`config.mk`:
```
export PLATFORM = sky130hd
export DESIGN_NAME = i2c_evt_vector_unit
export DESIGN_NICKNAME = d
export VERILOG_FILES = /design/src/rtl/i2c_evt_pkg.sv /design/src/rtl/i2c_evt_flag_bank.sv /design/src/rtl/i2c_evt_vector_pick.sv /design/src/rtl/i2c_evt_reg_port.sv /design/src/rtl/i2c_evt_vector_unit.sv
export SDC_FILE = /design/constraint.sdc
export NUM_CORES = 1
export LEC_CHECK = 0
export ABC_AREA = 1
export BUFFER_PORTS_ARGS = -buffer_cell sky130_fd_sc_hd__buf_4
export CORE_MARGIN = 5
export CORE_UTILIZATION = 49
export CTS_CLUSTER_DIAMETER = 80
export CTS_CLUSTER_SIZE = 40
export DETAILED_ROUTE_END_ITERATION = 7
export PLACE_DENSITY = 0.77
export SETUP_SLACK_MARGIN = 0.4
export SYNTH_ARGS = -nofsm -noshare
export SYNTH_HDL_FRONTEND = slang
export SYNTH_HIERARCHICAL = 1
export SYNTH_SLANG_ARGS = --single-unit
```
`constraint.sdc`:
```
create_clock -name clk -period 2 [get_ports clk]
set_clock_uncertainty 0.15 [all_clocks]
set_input_delay 0.4 -clock clk [delete_from_list [all_inputs] [get_ports clk]]
set_output_delay 0.4 -clock clk [all_outputs]
set_load 0.03 [all_outputs]
```
`src/rtl/i2c_evt_pkg.sv`:
```
package i2c_evt_pkg;
  localparam int NUM_EV  = 7;
  localparam int CODE_W  = $clog2(NUM_EV + 1);

  // Flag index; the vector code of each event is its index plus one.
  typedef enum logic [2:0] {
    EV_ARB_LOST = 3'd0,
    EV_NO_ACK   = 3'd1,
    EV_ACC_RDY  = 3'd2,
    EV_RX_RDY   = 3'd3,
    EV_TX_RDY   = 3'd4,
    EV_STOP     = 3'd5,
    EV_SLV_ADDR = 3'd6
  } ev_idx_e;

  // Status word positions of the live levels.
  localparam int ST_RSFULL_BIT = 11;
  localparam int ST_BUSY_BIT   = 12;
endpackage

```
`src/rtl/i2c_evt_flag_bank.sv`:
```
module i2c_evt_flag_bank #(
  parameter int N = 7
) (
  input  logic         clk,
  input  logic         rst_n,
  input  logic         mod_en,
  input  logic [N-1:0] set_vec,
  input  logic [N-1:0] clr_vec,
  output logic [N-1:0] pend
);
  logic [N-1:0] pend_q;

  for (genvar i = 0; i < N; i++) begin : g_flag
    always_ff @(posedge clk or negedge rst_n) begin
      if (!rst_n)        pend_q[i] <= 1'b0;
      else if (!mod_en)  pend_q[i] <= 1'b0;
      else if (set_vec[i]) pend_q[i] <= 1'b1;
      else if (clr_vec[i]) pend_q[i] <= 1'b0;
    end

    // a pulse always leaves its flag set, whatever clear coincides
    p_set_wins_r10: assert property (@(posedge clk) disable iff (!rst_n)
      (mod_en && set_vec[i]) |=> pend_q[i]);
    // a clear without a coincident pulse removes the flag
    p_clear_r3: assert property (@(posedge clk) disable iff (!rst_n)
      (clr_vec[i] && !set_vec[i]) |=> !pend_q[i]);
  end

  // module enable low empties the bank
  p_hold_zero_r9: assert property (@(posedge clk) disable iff (!rst_n)
    !mod_en |=> (pend_q == '0));

  assign pend = pend_q;
endmodule

```
`src/rtl/i2c_evt_vector_pick.sv`:
```
module i2c_evt_vector_pick #(
  parameter int N      = 7,
  parameter int CODE_W = 3
) (
  input  logic              clk,
  input  logic              rst_n,
  input  logic [N-1:0]      req,
  output logic [N-1:0]      grant,
  output logic [CODE_W-1:0] code
);
  // Lowest index wins: a running "already taken" chain across the bits.
  logic [N:0] taken;
  assign taken[0] = 1'b0;

  for (genvar i = 0; i < N; i++) begin : g_chain
    assign grant[i]    = req[i] & ~taken[i];
    assign taken[i+1]  = taken[i] | req[i];
  end

  always_comb begin
    code = '0;
    for (int k = N - 1; k >= 0; k--) begin
      if (grant[k]) code = CODE_W'(k + 1);
    end
  end

  // never more than one event granted
  p_one_grant_r4: assert property (@(posedge clk) disable iff (!rst_n)
    $onehot0(grant));
endmodule

```
`src/rtl/i2c_evt_reg_port.sv`:
```
module i2c_evt_reg_port
  import i2c_evt_pkg::*;
#(
  parameter int N        = 7,
  parameter int CODE_W   = 3,
  parameter int DATA_W   = 16,
  parameter int ADDR_W   = 6,
  parameter logic [ADDR_W-1:0] OFF_MASK   = 6'h04,
  parameter logic [ADDR_W-1:0] OFF_STATUS = 6'h08,
  parameter logic [ADDR_W-1:0] OFF_VECTOR = 6'h28
) (
  input  logic              clk,
  input  logic              rst_n,
  input  logic [ADDR_W-1:0] reg_addr,
  input  logic              reg_wr,
  input  logic              reg_rd,
  input  logic [DATA_W-1:0] reg_wdata,
  input  logic [N-1:0]      pend,
  input  logic [N-1:0]      grant,
  input  logic [CODE_W-1:0] code,
  input  logic              bus_busy,
  input  logic              rx_shift_full,
  output logic [N-1:0]      mask,
  output logic [N-1:0]      clr_vec,
  output logic [DATA_W-1:0] rd_data,
  output logic              rd_valid
);
  logic hit_mask, hit_stat, hit_vec;
  assign hit_mask = (reg_addr == OFF_MASK);
  assign hit_stat = (reg_addr == OFF_STATUS);
  assign hit_vec  = (reg_addr == OFF_VECTOR);

  // Mask register
  always_ff @(posedge clk or negedge rst_n) begin
    if (!rst_n)                  mask <= '0;
    else if (reg_wr && hit_mask) mask <= reg_wdata[N-1:0];
  end

  // Clears: vector read takes the granted flag, status write-one-to-clear
  // only touches access ready and stop detected.
  logic [N-1:0] w1c_vec;
  always_comb begin
    w1c_vec = '0;
    if (reg_wr && hit_stat) begin
      w1c_vec[EV_ACC_RDY] = reg_wdata[EV_ACC_RDY];
      w1c_vec[EV_STOP]    = reg_wdata[EV_STOP];
    end
  end
  assign clr_vec = w1c_vec | ((reg_rd && hit_vec) ? grant : '0);

  // Read mux
  logic [DATA_W-1:0] stat_word, mux_word;
  always_comb begin
    stat_word = '0;
    stat_word[EV_ARB_LOST]   = pend[EV_ARB_LOST];
    stat_word[EV_NO_ACK]     = pend[EV_NO_ACK];
    stat_word[EV_ACC_RDY]    = pend[EV_ACC_RDY];
    stat_word[EV_STOP]       = pend[EV_STOP];
    stat_word[ST_RSFULL_BIT] = rx_shift_full;
    stat_word[ST_BUSY_BIT]   = bus_busy;
  end

  always_comb begin
    mux_word = '0;
    if (hit_mask)      mux_word[N-1:0]      = mask;
    else if (hit_stat) mux_word             = stat_word;
    else if (hit_vec)  mux_word[CODE_W-1:0] = code;
  end

  always_ff @(posedge clk or negedge rst_n) begin
    if (!rst_n) begin
      rd_data  <= '0;
      rd_valid <= 1'b0;
    end else begin
      rd_valid <= reg_rd;
      rd_data  <= reg_rd ? mux_word : '0;
    end
  end

  // every read strobe is answered in the next cycle
  p_rd_valid_r11: assert property (@(posedge clk) disable iff (!rst_n)
    reg_rd |=> rd_valid);
  // vector read with nothing granted returns zero
  p_vec_empty_r5: assert property (@(posedge clk) disable iff (!rst_n)
    (reg_rd && hit_vec && (grant == '0)) |=> (rd_data == '0));
endmodule

```
`src/rtl/i2c_evt_vector_unit.sv`:
```
module i2c_evt_vector_unit
  import i2c_evt_pkg::*;
#(
  parameter int DATA_W = 16,
  parameter int ADDR_W = 6
) (
  input  logic              clk,
  input  logic              rst_n,
  input  logic              mod_en,
  input  logic              ev_arb_lost,
  input  logic              ev_no_ack,
  input  logic              ev_acc_rdy,
  input  logic              ev_rx_rdy,
  input  logic              ev_tx_rdy,
  input  logic              ev_stop,
  input  logic              ev_slv_addr,
  input  logic              bus_busy,
  input  logic              rx_shift_full,
  input  logic [ADDR_W-1:0] reg_addr,
  input  logic              reg_wr,
  input  logic              reg_rd,
  input  logic [DATA_W-1:0] reg_wdata,
  output logic [DATA_W-1:0] rd_data,
  output logic              rd_valid,
  output logic              irq
);
  logic [NUM_EV-1:0] ev_vec, pend, mask, clr_vec, grant;
  logic [CODE_W-1:0] code;

  always_comb begin
    ev_vec = '0;
    ev_vec[EV_ARB_LOST] = ev_arb_lost;
    ev_vec[EV_NO_ACK]   = ev_no_ack;
    ev_vec[EV_ACC_RDY]  = ev_acc_rdy;
    ev_vec[EV_RX_RDY]   = ev_rx_rdy;
    ev_vec[EV_TX_RDY]   = ev_tx_rdy;
    ev_vec[EV_STOP]     = ev_stop;
    ev_vec[EV_SLV_ADDR] = ev_slv_addr;
  end

  i2c_evt_flag_bank #(.N(NUM_EV)) u_flags (
    .clk     (clk),
    .rst_n   (rst_n),
    .mod_en  (mod_en),
    .set_vec (ev_vec),
    .clr_vec (clr_vec),
    .pend    (pend)
  );

  i2c_evt_vector_pick #(.N(NUM_EV), .CODE_W(CODE_W)) u_pick (
    .clk   (clk),
    .rst_n (rst_n),
    .req   (pend & mask),
    .grant (grant),
    .code  (code)
  );

  i2c_evt_reg_port #(
    .N(NUM_EV), .CODE_W(CODE_W), .DATA_W(DATA_W), .ADDR_W(ADDR_W)
  ) u_regs (
    .clk           (clk),
    .rst_n         (rst_n),
    .reg_addr      (reg_addr),
    .reg_wr        (reg_wr),
    .reg_rd        (reg_rd),
    .reg_wdata     (reg_wdata),
    .pend          (pend),
    .grant         (grant),
    .code          (code),
    .bus_busy      (bus_busy),
    .rx_shift_full (rx_shift_full),
    .mask          (mask),
    .clr_vec       (clr_vec),
    .rd_data       (rd_data),
    .rd_valid      (rd_valid)
  );

  assign irq = |(pend & mask);

  // the request line cannot rise without an event or a mask write
  p_quiet_r8: assert property (@(posedge clk) disable iff (!rst_n)
    (!irq && (ev_vec == '0) && !reg_wr) |=> !irq);
endmodule

```
==> results.py <==
metrics = {
    "run_status": {
        "status": "complete, no violations",
    },
    "floorplanning": {
        "io_pins": 54,
        "dieArea_um2": 4130,
        "rows": 19,
        "die_width_um": 64.2,
        "die_h_um": 64.2,
        "start_util_pct": 51.8,
        "core_area_um2": 2780,
    },
    "grt": {
        "grt_pass1_wl_um": 5070,
        "met3_usage_pct": 3.50,
        "met2_usage_pct": 25.8,
        "top_usage_layer": "met2",
        "grt_pass1_vias": 1168,
        "grt_antenna_before_repair": 0,
        "grt_max_degree": 25,
        "track_usage_pct": 15.2,
        "overflow": 0,
        "grtUsageMet1_pct": 18.8,
    },
    "synth": {
        "yosys.cell_types.count": 20,
        "ys_ff_latch": 24,
        "yosys_warnings": 6,
        "syn_avg_cell_area_um2": 7.28,
        "syn_inst": 198,
        "yosysSeqAreaShare_pct": 41.7,
        "syn_area_um2": 1440,
    },
    "min_path": {
        "hp-start": "reg_rd",
        "hold_path_depth": 1,
        "hold_class": "input port to register",
        "min_delay_worst_endpoint": "u_regs/rd_valid",
    },
    "clocking": {
        "root_buffer": "clkbuf_4",
        "cts.htree.levels": 1,
        "ctsLongestPathBuffers": 2,
        "numClockSinks": 24,
        "clk_latency_ps": 330,
        "cts_tree": "yes",
        "clkTransAtPathRegs_ps": 150,
        "cts_made_buffers": 3,
    },
    "routing": {
        "detailedRoute.firstPassIterationCount": 4,
        "wl_per_cell_um": 11.4,
        "ant_nets": 0,
        "drc_errors": 0,
        "vias": 1268,
        "routed_via_density": 4.59,
        "drt_iter0_markers": 37,
        "drt_wl_total_um": 3150,
    },
    "layout": {
        "diodes": 0,
        "syn2layout_area_growth_pct": 29.7,
        "drive_above_1_share_pct": 32.2,
        "fin_util_pct": 67.2,
        "final_nets": 282,
    },
    "worst_setup_path": {
        "cp-start-kind": "register",
        "crit_required_ps": 1450,
        "rrSetupSlack_ps": 460,
        "critical_path_class": "register to output port",
        "endpoint_kind": "output port",
        "rr_worst_depth": 11,
        "r2r_start": "u_flags/pend[0]",
        "crit_fanout": 2,
        "reg2reg_to": "u_regs/rd_data[1]",
        "cp.arrival_ps": 1210,
    },
    "timing": {
        "fin_ws_ps": 241,
        "setup_viol": 0,
        "post-route-period-util_pct": 87.9,
        "finalCriticalPeriod_ps": 1760,
        "slew_violations": 0,
        "rsz0062_at_grt": "yes",
        "holdWs_ps": 75.2,
        "fin_setup_tns_ps": 0,
        "hold_viol": 0,
        "maxClockFrequency_mhz": 569,
    },
    "placed_design": {
        "place_hpwl_um": 2360,
        "dp_worst_setup_slack_ps": 331,
        "port_buffers": 37,
        "gp_congestion": 0.840,
    },
    "pwr": {
        "p_per_area_nw_per_um2": 636,
        "ir_drop_v": 0.000452,
        "total_power_uw": 1190,
        "p_leak_uw": 0.00108,
    },
    "run": {
        "cap_violations": 0,
    },
}
worst max-delay path by stage:
stage,start,to,slack (ps)
6_report,u_flags/pend[1],irq,240
5_1_grt,u_flags/pend[0],irq,160
4_1_cts,u_flags/pend[0],irq,250
3_5_place_dp,reg_addr[2],u_flags/pend[2],330
3_3_place_gp,reg_addr[2],u_flags/pend[5],340
2_1_floorplan,u_flags/pend[1],u_flags/pend[6],580
report_power, final:
group	switching, µW	leakage (µW)	internal (µW)	total, µW
sequential	23.6	0.000310	519	543
clock	163	0.0000279	203	365
combinational	165	0.000746	116	281
total	351	0.00108	838	1190
placed cells by master (no fill, tap or decap), types with 2 or more instances in the layout:
cell type,instances
a21oi_2,7
nor2_1,18
nor3_1,5
nand2_1,42
nand4_1,4
o21ai_0,4
clkbuf_4,3
conb_1,7
nor3b_1,2
buf_4,44
inv_2,3
nor2_4,5
inv_1,46
nand2_2,6
nor2_2,5
nand3_4,2
o21ai_1,4
dfrtp_1,24
nand3_1,8
cell type report:
| cell class | count | area, µm² |
|---|---|---|
| multi-input combinational | 122 | 642 |
| clock buffer | 3 | 22.5 |
| inverter | 49 | 184 |
| sequential | 24 | 601 |
| tap | 31 | 38.8 |
| timing repair buffer | 46 | 352 |
| fill | 250 | 912 |
| clock inverter | 1 | 30.0 |
stage by stage:
step | area (µm²) | std cells
CTS | 1820 | 274
global route | 1870 | 276
floorplan | 1460 | 204
global placement | 1710 | 263
finish | 1870 | 276
detailed placement | 1710 | 263
worst max-delay path, stage by stage, from the launching register on:
cell,delay [ps]
dfrtp_1,420
nand2_1,100
nand2_2,70
nor2_2,80
nand2_1,70
buf_6,140
timing repair:
| item | 4_1_cts | 5_1_grt |
|---|---|---|
| hold buffers | 1 | 0 |
| setup endpoints to repair | 1 | 7 |
| endpoints found under the hold margin | 24 | 0 |
| resized for setup | 3 | 11 |
| pin swaps | 1 | 10 |
| buffers inserted | 6 | 2 |
synth_stat cells, drive strengths merged:
cell type / count / area [µm²]
inv: 49 / 184
nand2: 48 / 180
nor2: 28 / 148
dfrtp: 24 / 601
nand3: 11 / 77.6
buf: 9 / 71.3
o21ai: 9 / 45.0
a21oi: 8 / 66.3
nor3: 5 / 25.0
nand4: 4 / 25.0
nor3b: 2 / 15.0
conb: 1 / 3.75
kinds of logic after synthesis:
group,count (synthesis),synth area share (%)
compound gates,17,7.73
other cells,1,0.260
flops,24,41.7
buf+inv,58,17.7
simple gates,98,32.6
registers in the layout, indices dropped and copies added (netlist names):
name / cells
u_flags/pend: 7
u_regs/mask: 7
u_regs/rd_data: 9
u_regs/rd_valid: 1
layer usage:
metal / part of all wire, % / vias to the layer above
li1: - / 669
met1: 43 / 547
met2: 48 / 45
met3: 7.5 / 7
met4: 2.1 / 0
met5: 0 / -
Power figures use the tool's default switching activity.
